--- src/rtl/trap_seq_pkg.sv ---
// Shared constants and the saved-context layout for the trap sequencer.
// Assumes a 12-bit processor state and a 9-bit trap type.
package trap_seq_pkg;
    localparam int TT_W        = 9;
    localparam int PS_W        = 12;
    localparam int PS_AG       = 0;
    localparam int PS_PRIV     = 2;
    localparam int PS_PEF      = 4;
    localparam int PS_RED      = 5;
    localparam logic [PS_W-1:0] PS_KEEP   = 12'hF3F;
    localparam logic [TT_W-1:0] TT_CLEAN  = 9'h024;
    localparam logic [2:0]      CLS_SPILL = 3'b010;
    localparam logic [2:0]      CLS_FILL  = 3'b011;
    localparam int TBR_LO_W    = 15;

    // 40-bit saved context; field positions are fixed by the return path
    typedef struct packed {
        logic [7:0]      ccr;
        logic [7:0]      asi;
        logic [3:0]      rsvd;
        logic [PS_W-1:0] ps;
        logic [7:0]      win;
    } ctx_word_t;
endpackage

--- src/rtl/trap_entry_calc.sv ---
// Combinational entry arithmetic: new window pointer, processor state and
// low trap-base bits from the trap type and the level before entry.
// Assumes NWIN is a power of two so CWP_W-bit wrap equals modulo NWIN.
module trap_entry_calc
    import trap_seq_pkg::*;
#(
    parameter int NWIN  = 8,
    parameter int MAXTL = 5,
    parameter int CWP_W = $clog2(NWIN),
    parameter int TL_W  = $clog2(MAXTL + 1)
) (
    input  logic [TT_W-1:0]     tt,
    input  logic [CWP_W-1:0]    cwp,
    input  logic [CWP_W-1:0]    cansave,
    input  logic [TL_W-1:0]     tl,
    output logic [CWP_W-1:0]    cwp_n,
    output logic [PS_W-1:0]     ps_n,
    output logic [TBR_LO_W-1:0] tbr_lo_n
);
    localparam logic [TL_W-1:0] TL_RED = TL_W'(MAXTL - 1);

    logic red;

    // Window adjustment chosen by trap class
    always_comb begin
        if (tt == TT_CLEAN)
            cwp_n = cwp - CWP_W'(1);
        else if (tt[8:6] == CLS_SPILL)
            cwp_n = cwp - cansave - CWP_W'(2);
        else if (tt[8:6] == CLS_FILL)
            cwp_n = cwp + CWP_W'(1);
        else
            cwp_n = cwp;
    end

    // Handler processor state, red bit when entering near the top level
    always_comb begin
        red             = (tl >= TL_RED);
        ps_n            = '0;
        ps_n[PS_AG]     = 1'b1;
        ps_n[PS_PRIV]   = 1'b1;
        ps_n[PS_PEF]    = 1'b1;
        ps_n[PS_RED]    = red;
    end

    // Vector offset: nested flag, type, zero low bits
    always_comb begin
        tbr_lo_n = {(tl > TL_W'(1)), tt, 5'b00000};
    end
endmodule

--- src/rtl/trap_stack.sv ---
// Per-level storage of saved context, PC, next-PC and trap type.
// One write port and one combinational read port; index beyond DEPTH reads 0.
module trap_stack
    import trap_seq_pkg::*;
#(
    parameter int DEPTH  = 5,
    parameter int ADDR_W = 32,
    parameter int IDX_W  = 3
) (
    input  logic              clk,
    input  logic              rst_n,
    input  logic              wr_en,
    input  logic [IDX_W-1:0]  wr_idx,
    input  ctx_word_t         wr_word,
    input  logic [ADDR_W-1:0] wr_pc,
    input  logic [ADDR_W-1:0] wr_npc,
    input  logic [TT_W-1:0]   wr_tt,
    input  logic [IDX_W-1:0]  rd_idx,
    output ctx_word_t         rd_word,
    output logic [ADDR_W-1:0] rd_pc,
    output logic [ADDR_W-1:0] rd_npc,
    output logic [TT_W-1:0]   rd_tt
);
    ctx_word_t         word_a [DEPTH];
    logic [ADDR_W-1:0] pc_a   [DEPTH];
    logic [ADDR_W-1:0] npc_a  [DEPTH];
    logic [TT_W-1:0]   tt_a   [DEPTH];

    for (genvar g = 0; g < DEPTH; g++) begin : g_lvl
        ctx_word_t         word_q;
        logic [ADDR_W-1:0] pc_q;
        logic [ADDR_W-1:0] npc_q;
        logic [TT_W-1:0]   tt_q;

        // Capture the level's slot when it is the write target
        always_ff @(posedge clk) begin
            if (!rst_n) begin
                word_q <= '0;
                pc_q   <= '0;
                npc_q  <= '0;
                tt_q   <= '0;
            end else if (wr_en && wr_idx == IDX_W'(g)) begin
                word_q <= wr_word;
                pc_q   <= wr_pc;
                npc_q  <= wr_npc;
                tt_q   <= wr_tt;
            end
        end

        assign word_a[g] = word_q;
        assign pc_a[g]   = pc_q;
        assign npc_a[g]  = npc_q;
        assign tt_a[g]   = tt_q;
    end

    // Read mux with out-of-range guard
    always_comb begin
        rd_word = '0;
        rd_pc   = '0;
        rd_npc  = '0;
        rd_tt   = '0;
        for (int i = 0; i < DEPTH; i++) begin
            if (rd_idx == IDX_W'(i)) begin
                rd_word = word_a[i];
                rd_pc   = pc_a[i];
                rd_npc  = npc_a[i];
                rd_tt   = tt_a[i];
            end
        end
    end

    // a write never targets a slot past the stack depth
    a_r7_write_in_range: assert property (@(posedge clk) disable iff (!rst_n)
        wr_en |-> (wr_idx < IDX_W'(DEPTH)));
endmodule

--- src/rtl/trap_seq_top.sv ---
// Nested trap entry/return sequencer. Owns the trap level, the low trap-base
// bits and the per-level stack; takes live control values as inputs and
// registers the updated values one cycle after a request.
// Assumes at most one honoured request per cycle (trap > done > retry).
module trap_seq_top
    import trap_seq_pkg::*;
#(
    parameter int ADDR_W = 32,
    parameter int MAXTL  = 5,
    parameter int NWIN   = 8,
    parameter int CWP_W  = $clog2(NWIN),
    parameter int TL_W   = $clog2(MAXTL + 1)
) (
    input  logic                 clk,
    input  logic                 rst_n,
    input  logic                 trap_req,
    input  logic [TT_W-1:0]      trap_type,
    input  logic                 done_req,
    input  logic                 retry_req,
    input  logic [7:0]           ccr_i,
    input  logic [7:0]           asi_i,
    input  logic [PS_W-1:0]      pstate_i,
    input  logic [CWP_W-1:0]     cwp_i,
    input  logic [CWP_W-1:0]     cansave_i,
    input  logic [ADDR_W-1:0]    pc_i,
    input  logic [ADDR_W-1:0]    npc_i,
    input  logic [ADDR_W-16:0]   tba_base_i,
    output logic                 upd_valid_o,
    output logic                 err_o,
    output logic [ADDR_W-1:0]    pc_o,
    output logic [ADDR_W-1:0]    npc_o,
    output logic [7:0]           ccr_o,
    output logic [7:0]           asi_o,
    output logic [PS_W-1:0]      pstate_o,
    output logic [CWP_W-1:0]     cwp_o,
    output logic [TL_W-1:0]      tl_o,
    output logic [ADDR_W-1:0]    tbr_o,
    output logic [TT_W-1:0]      cur_tt_o
);
    localparam logic [TL_W-1:0] TL_TOP = TL_W'(MAXTL);

    logic [TL_W-1:0]     tl_q;
    logic [TBR_LO_W-1:0] tbr_lo_q;
    logic                do_ret, is_done, trap_ok, ret_ok;
    logic [TL_W-1:0]     rd_idx;
    logic [CWP_W-1:0]    cwp_n;
    logic [PS_W-1:0]     ps_n;
    logic [TBR_LO_W-1:0] tbr_lo_n;
    logic [ADDR_W-1:0]   vec_pc;
    ctx_word_t           save_word, rd_word;
    logic [ADDR_W-1:0]   rd_pc, rd_npc;
    logic [TT_W-1:0]     rd_tt;

    // Request arbitration and legality
    always_comb begin
        do_ret  = !trap_req && (done_req || retry_req);
        is_done = done_req;
        trap_ok = trap_req && (tl_q != TL_TOP);
        ret_ok  = do_ret && (tl_q != '0);
        rd_idx  = (tl_q != '0) ? (tl_q - TL_W'(1)) : '0;
        vec_pc  = {tba_base_i, tbr_lo_n};
    end

    // Pack the live context into the saved word
    always_comb begin
        save_word      = '0;
        save_word.ccr  = ccr_i;
        save_word.asi  = asi_i;
        save_word.ps   = pstate_i & PS_KEEP;
        save_word.win  = 8'(cwp_i);
    end

    trap_entry_calc #(
        .NWIN(NWIN), .MAXTL(MAXTL), .CWP_W(CWP_W), .TL_W(TL_W)
    ) u_calc (
        .tt(trap_type), .cwp(cwp_i), .cansave(cansave_i), .tl(tl_q),
        .cwp_n(cwp_n), .ps_n(ps_n), .tbr_lo_n(tbr_lo_n)
    );

    trap_stack #(
        .DEPTH(MAXTL), .ADDR_W(ADDR_W), .IDX_W(TL_W)
    ) u_stack (
        .clk(clk), .rst_n(rst_n),
        .wr_en(trap_ok), .wr_idx(tl_q), .wr_word(save_word),
        .wr_pc(pc_i), .wr_npc(npc_i), .wr_tt(trap_type),
        .rd_idx(rd_idx), .rd_word(rd_word), .rd_pc(rd_pc),
        .rd_npc(rd_npc), .rd_tt(rd_tt)
    );

    // Sequencer state and registered control outputs
    always_ff @(posedge clk) begin
        if (!rst_n) begin
            tl_q        <= '0;
            tbr_lo_q    <= '0;
            upd_valid_o <= 1'b0;
            err_o       <= 1'b0;
            pc_o        <= '0;
            npc_o       <= '0;
            ccr_o       <= '0;
            asi_o       <= '0;
            pstate_o    <= '0;
            cwp_o       <= '0;
        end else begin
            upd_valid_o <= trap_ok || ret_ok;
            err_o       <= (trap_req && !trap_ok) || (do_ret && !ret_ok);
            if (trap_ok) begin
                tl_q     <= tl_q + TL_W'(1);
                tbr_lo_q <= tbr_lo_n;
                pc_o     <= vec_pc;
                npc_o    <= vec_pc + ADDR_W'(4);
                ccr_o    <= ccr_i;
                asi_o    <= asi_i;
                pstate_o <= ps_n;
                cwp_o    <= cwp_n;
            end else if (ret_ok) begin
                tl_q     <= tl_q - TL_W'(1);
                pc_o     <= is_done ? rd_npc : rd_pc;
                npc_o    <= is_done ? (rd_npc + ADDR_W'(4)) : rd_npc;
                ccr_o    <= rd_word.ccr;
                asi_o    <= rd_word.asi;
                pstate_o <= rd_word.ps;
                cwp_o    <= rd_word.win[CWP_W-1:0];
            end
        end
    end

    // Level, base and innermost type views
    always_comb begin
        tl_o     = tl_q;
        tbr_o    = {tba_base_i, tbr_lo_q};
        cur_tt_o = (tl_q != '0) ? rd_tt : '0;
    end

    // trap level never exceeds its maximum
    a_r7_tl_bound: assert property (@(posedge clk) disable iff (!rst_n)
        tl_q <= TL_TOP);

    // a legal entry raises the level by one and strobes valid
    a_r7_enter_step: assert property (@(posedge clk) disable iff (!rst_n)
        (trap_req && tl_q != TL_TOP) |=> (tl_q == $past(tl_q) + TL_W'(1)) && upd_valid_o);

    // entry at the top level is refused without state change
    a_r7_full_error: assert property (@(posedge clk) disable iff (!rst_n)
        (trap_req && tl_q == TL_TOP) |=> err_o && !upd_valid_o && $stable(tl_q));

    // handler next-PC follows the vector PC
    a_r6_vector_pc: assert property (@(posedge clk) disable iff (!rst_n)
        (trap_req && tl_q != TL_TOP) |=> (npc_o == pc_o + ADDR_W'(4)) && (pc_o == tbr_o));

    // handler state is privileged with FP and alternate globals
    a_r3_priv_state: assert property (@(posedge clk) disable iff (!rst_n)
        (trap_req && tl_q != TL_TOP) |=> pstate_o[PS_PRIV] && pstate_o[PS_PEF] && pstate_o[PS_AG]);

    // a legal return lowers the level by one
    a_r8_return_step: assert property (@(posedge clk) disable iff (!rst_n)
        (!trap_req && (done_req || retry_req) && tl_q != '0) |=> (tl_q == $past(tl_q) - TL_W'(1)));

    // a return at level zero is refused
    a_r10_empty_return: assert property (@(posedge clk) disable iff (!rst_n)
        (!trap_req && (done_req || retry_req) && tl_q == '0) |=> err_o && !upd_valid_o && tl_q == '0);

    // valid and error strobes are exclusive
    a_r7_strobe_excl: assert property (@(posedge clk) disable iff (!rst_n)
        !(upd_valid_o && err_o));
endmodule

--- config.mk ---
export PLATFORM = sky130hd
export DESIGN_NAME = trap_seq_top
export DESIGN_NICKNAME = d
export VERILOG_FILES = /design/src/rtl/trap_seq_pkg.sv /design/src/rtl/trap_entry_calc.sv /design/src/rtl/trap_stack.sv /design/src/rtl/trap_seq_top.sv
export SDC_FILE = /design/constraint.sdc
export NUM_CORES = 2
export LEC_CHECK = 0
export BUFFER_PORTS_ARGS = -buffer_cell sky130_fd_sc_hd__buf_2
export CORE_MARGIN = 3
export CORE_UTILIZATION = 55
export CTS_CLUSTER_DIAMETER = 120
export DETAILED_ROUTE_END_ITERATION = 8
export GPL_ROUTABILITY_DRIVEN = 0
export PLACE_DENSITY_LB_ADDON = 0.1
export SYNTH_ARGS = -nofsm -noshare
export SYNTH_HDL_FRONTEND = slang
export SYNTH_SLANG_ARGS = --single-unit
--- constraint.sdc ---
create_clock -name clk -period 11.91 [get_ports clk]
set_input_delay 1.191 -clock clk [delete_from_list [all_inputs] [get_ports clk]]
set_output_delay 1.191 -clock clk [all_outputs]
set_load 0.01 [all_outputs]
==> impl_metrics.py <==
metrics = {
    "detailed_routing": {
        "wl_per_cell_microns": 21.77,
        "drc_errors": 0,
        "drt-initial-drc-count": 3366,
        "routed_wl_microns": 96380,
        "dr.pass1.iters": 6,
        "final_antenna_net_count": 0,
        "vias_per_cell": 6.209,
        "vias": 27495,
    },
    "min_path": {
        "hp-class": "reg2reg",
    },
    "final_layout": {
        "syn_to_final_growth_pct": 12.44,
        "drive_above_1_share_pct": 12.36,
        "final_cell_area_sq_um": 30680,
        "nets": 3855,
        "final_cells": 4428,
        "final.fill_count": 4312,
    },
    "floorplanning": {
        "die_area_sq_um": 52320,
        "die_y_microns": 228.7,
        "start_util_pct": 56.43,
        "pin_count": 270,
        "die_x_microns": 228.7,
        "core-area_sq_um": 48350,
        "rows": 80,
    },
    "worst_setup_path": {
        "startpoint_type": "register",
        "crit_fanout": 62,
        "end_kind": "output port",
        "critical_path_class": "reg2out",
        "crit_arrival_ps": 5260,
        "cp.required_ps": 10720,
    },
    "power": {
        "ir_worst_vdd_uv": 122.7,
        "power.density_nw_per_um2": 197.2,
        "p_leak_uw": 0.01122,
        "p_total_uw": 6050,
    },
    "yosys": {
        "synth_cells": 3690,
        "synth-async-reset-ratio_pct": 0,
        "synth_seq_cells": 618,
        "yosysTopAreaCellShare_pct": 45.35,
        "synth_area_leaders": "dfxtp_1 (45%), nand2_1 (16%), a21oi_1 (11%), clkbuf_1 (3.4%), nor2_1 (3.0%)",
        "synth.avg_cell_area_sq_um": 7.394,
        "synth_edf_count": 0,
        "netlist_area_sq_um": 27280,
        "synth_cell_type_count": 81,
        "yosysWarnings": 0,
        "yosys_most_used_dff": "dfxtp_1",
        "yosysTopAreaCell": "dfxtp_1",
        "ys_seq_area_share_pct": 45.35,
    },
    "sta": {
        "drv_slew": 0,
        "worst_slew_pin_slew_ps": 1441,
        "finalCritPeriodShare_pct": 54.20,
        "finalCriticalPeriod_ps": 6455,
        "setup_viol": 0,
        "slew_headroom_pct": 3.908,
        "skew_ps": 21.23,
        "finalSetupTns_ps": 0,
        "finalHoldViolations": 0,
        "whs_ps": 450.5,
        "grt_setup_unrepaired": "no",
        "clock.fmax_mhz": 154.9,
    },
    "cts": {
        "ctsHoldBuffers": 0,
        "cts_resized": 0,
        "htreeDepth": 3,
        "cts_tree": "done",
        "clock_latency_ps": 610,
        "root_buffer": "clkbuf_16",
        "clk_pin_slew_worst_paths_ps": 60,
        "post-cts-setup-buffer-count": 0,
        "cts.sink_count": 618,
        "clockBufferDepth": 3,
        "numCtsBuffers": 67,
    },
    "grt": {
        "grt_pass1_vias": 25652,
        "grt_overflow": 0,
        "track_usage_pct": 35.09,
        "grt_start_max_net_pins": 266,
        "grt_pass1_wl_microns": 146500,
        "antenna_found_initial": 19,
    },
    "placement": {
        "placed_area_sq_um": 28420,
        "portBuffers": 260,
        "dp.final_hpwl_microns": 54750,
        "placed_cells": 4301,
    },
    "status": {
        "status": "complete, no violations",
    },
    "flow_run": {
        "cap_violations": 0,
    },
}
==> per-stage QoR <==
step / setup slack, ps / util, %
after floorplan: 7236 / -
after global placement: 6095 / 58.78
after detailed placement: 5929 / 58.78
after CTS: 5635 / 63.40
after global routing: 5422 / 63.43
final: 5455 / 63.45
==> area by class of cell <==
class                      count  area, sq um  share of cell area, %
multi-input combinational   2717        13590                  44.31
inverter                      18        75.07                 0.2447
clock buffer                 102         2086                  6.799
timing repair buffer         292         1554                  5.066
sequential                   618        12370                  40.33
antenna                       10        25.02                0.08157
tap                          656        820.8                  2.676
clock inverter                15        150.1                 0.4894
==> synth_stat cells (23+ instances only) <==
master,instances
a211oi_1,73
a21oi_1,599
a221oi_1,23
a22oi_1,25
a311oi_1,76
buf_1,41
buf_4,27
clkbuf_1,250
dfxtp_1,618
nand2_1,1182
nand3_1,104
nor2_1,218
nor3_1,81
o21ai_0,61
==> routing by layer <==
| metal | GRT usage (%) | routed length [microns] | vias up |
|---|---|---|---|
| li1 | - | - | 12573 |
| met1 | 45.71 | 37640 | 13042 |
| met2 | 55.60 | 43840 | 1591 |
| met3 | 8.300 | 11080 | 271 |
| met4 | 15.57 | 3696 | 18 |
| met5 | 0 | 126 | - |
==> kinds of logic (layout without fill, tap and decap cells) <==
group | after synthesis | in the layout | share of synthesized area, %
and+or+nand+nor | 1688 | 1688 | 25.61
AOI/OAI and AO/OA | 956 | 956 | 21.00
DFF | 618 | 618 | 45.35
adders and majority gates | 12 | 12 | 0.5503
muxes | 28 | 28 | 1.073
buffers and inverters | 361 | 427 | 5.567
xor gates and xnor gates | 26 | 26 | 0.8346
other | 1 | 17 | 0.01374
==> registers in the layout, indices dropped and copies added, names as in the netlist, 10 cells and up <==
signal / flops
u_stack.g_lvl.npc_q: 160
u_stack.g_lvl.pc_q: 160
u_stack.g_lvl.word_q: 145
u_stack.g_lvl.tt_q: 45
npc_o: 32
pc_o: 32
pstate_o: 10
tbr_lo_q: 10
==> power breakdown <==
group          internal [uW]  total [uW]  switching, uW  leakage, uW
clock network           1270        2120            850      0.00111
logic                    438        1590           1150      0.00509
registers               2240        2340            101      0.00502
total                   3950        6050           2100       0.0112
==> worst paths after layout <==
check | start | to | slack, ps | cells after the start
worst max-delay path | tl_o[0]$_SDFFE_PN0P_ | cur_tt_o[8] | 5460 | 8
worst min-delay path | u_stack.g_lvl[0].npc_q[19]$_SDFFE_PN0P_ | u_stack.g_lvl[0].npc_q[19]$_SDFFE_PN0P_ | 450 | 2
worst max register to register | tl_o[0]$_SDFFE_PN0P_ | npc_o[26]$_SDFFE_PN0P_ | 5670 | 14
worst min register to register | u_stack.g_lvl[0].npc_q[19]$_SDFFE_PN0P_ | u_stack.g_lvl[0].npc_q[19]$_SDFFE_PN0P_ | 450 | 2
==> placed cells by master, fill, tap and decap left out, types with 10 or more instances in the layout <==
cell type,Yosys,final
nand3_1,104,103
clkbuf_8,0,15
nand2_1,1182,1176
ha_1,12,12
xnor2_1,18,18
clkbuf_16,0,73
buf_2,20,260
a221oi_1,23,23
clkbuf_1,250,14
nor3_1,81,80
diode_2,0,10
nand2b_1,12,12
inv_1,17,17
a31oi_1,19,18
dfxtp_1,618,617
mux2i_1,18,18
or3b_2,11,11
nor2_1,218,216
clkinv_2,0,12
o21ai_0,61,61
a22oi_1,25,25
a311oi_1,76,76
a22o_1,10,10
buf_4,27,31
mux2_2,10,10
and2_1,15,14
a211oi_1,73,73
a21oi_1,599,598
==> critical path, cell delays in order, from the launching register on <==
cell,delay [ps]
dfxtp_1,720
inv_1,270
ha_1,510
nor4bb_1,730
a31o_4,690
buf_4,820
a211oi_1,140
nor3_1,410
buf_2,220
(Power assumes the default switching activity.)
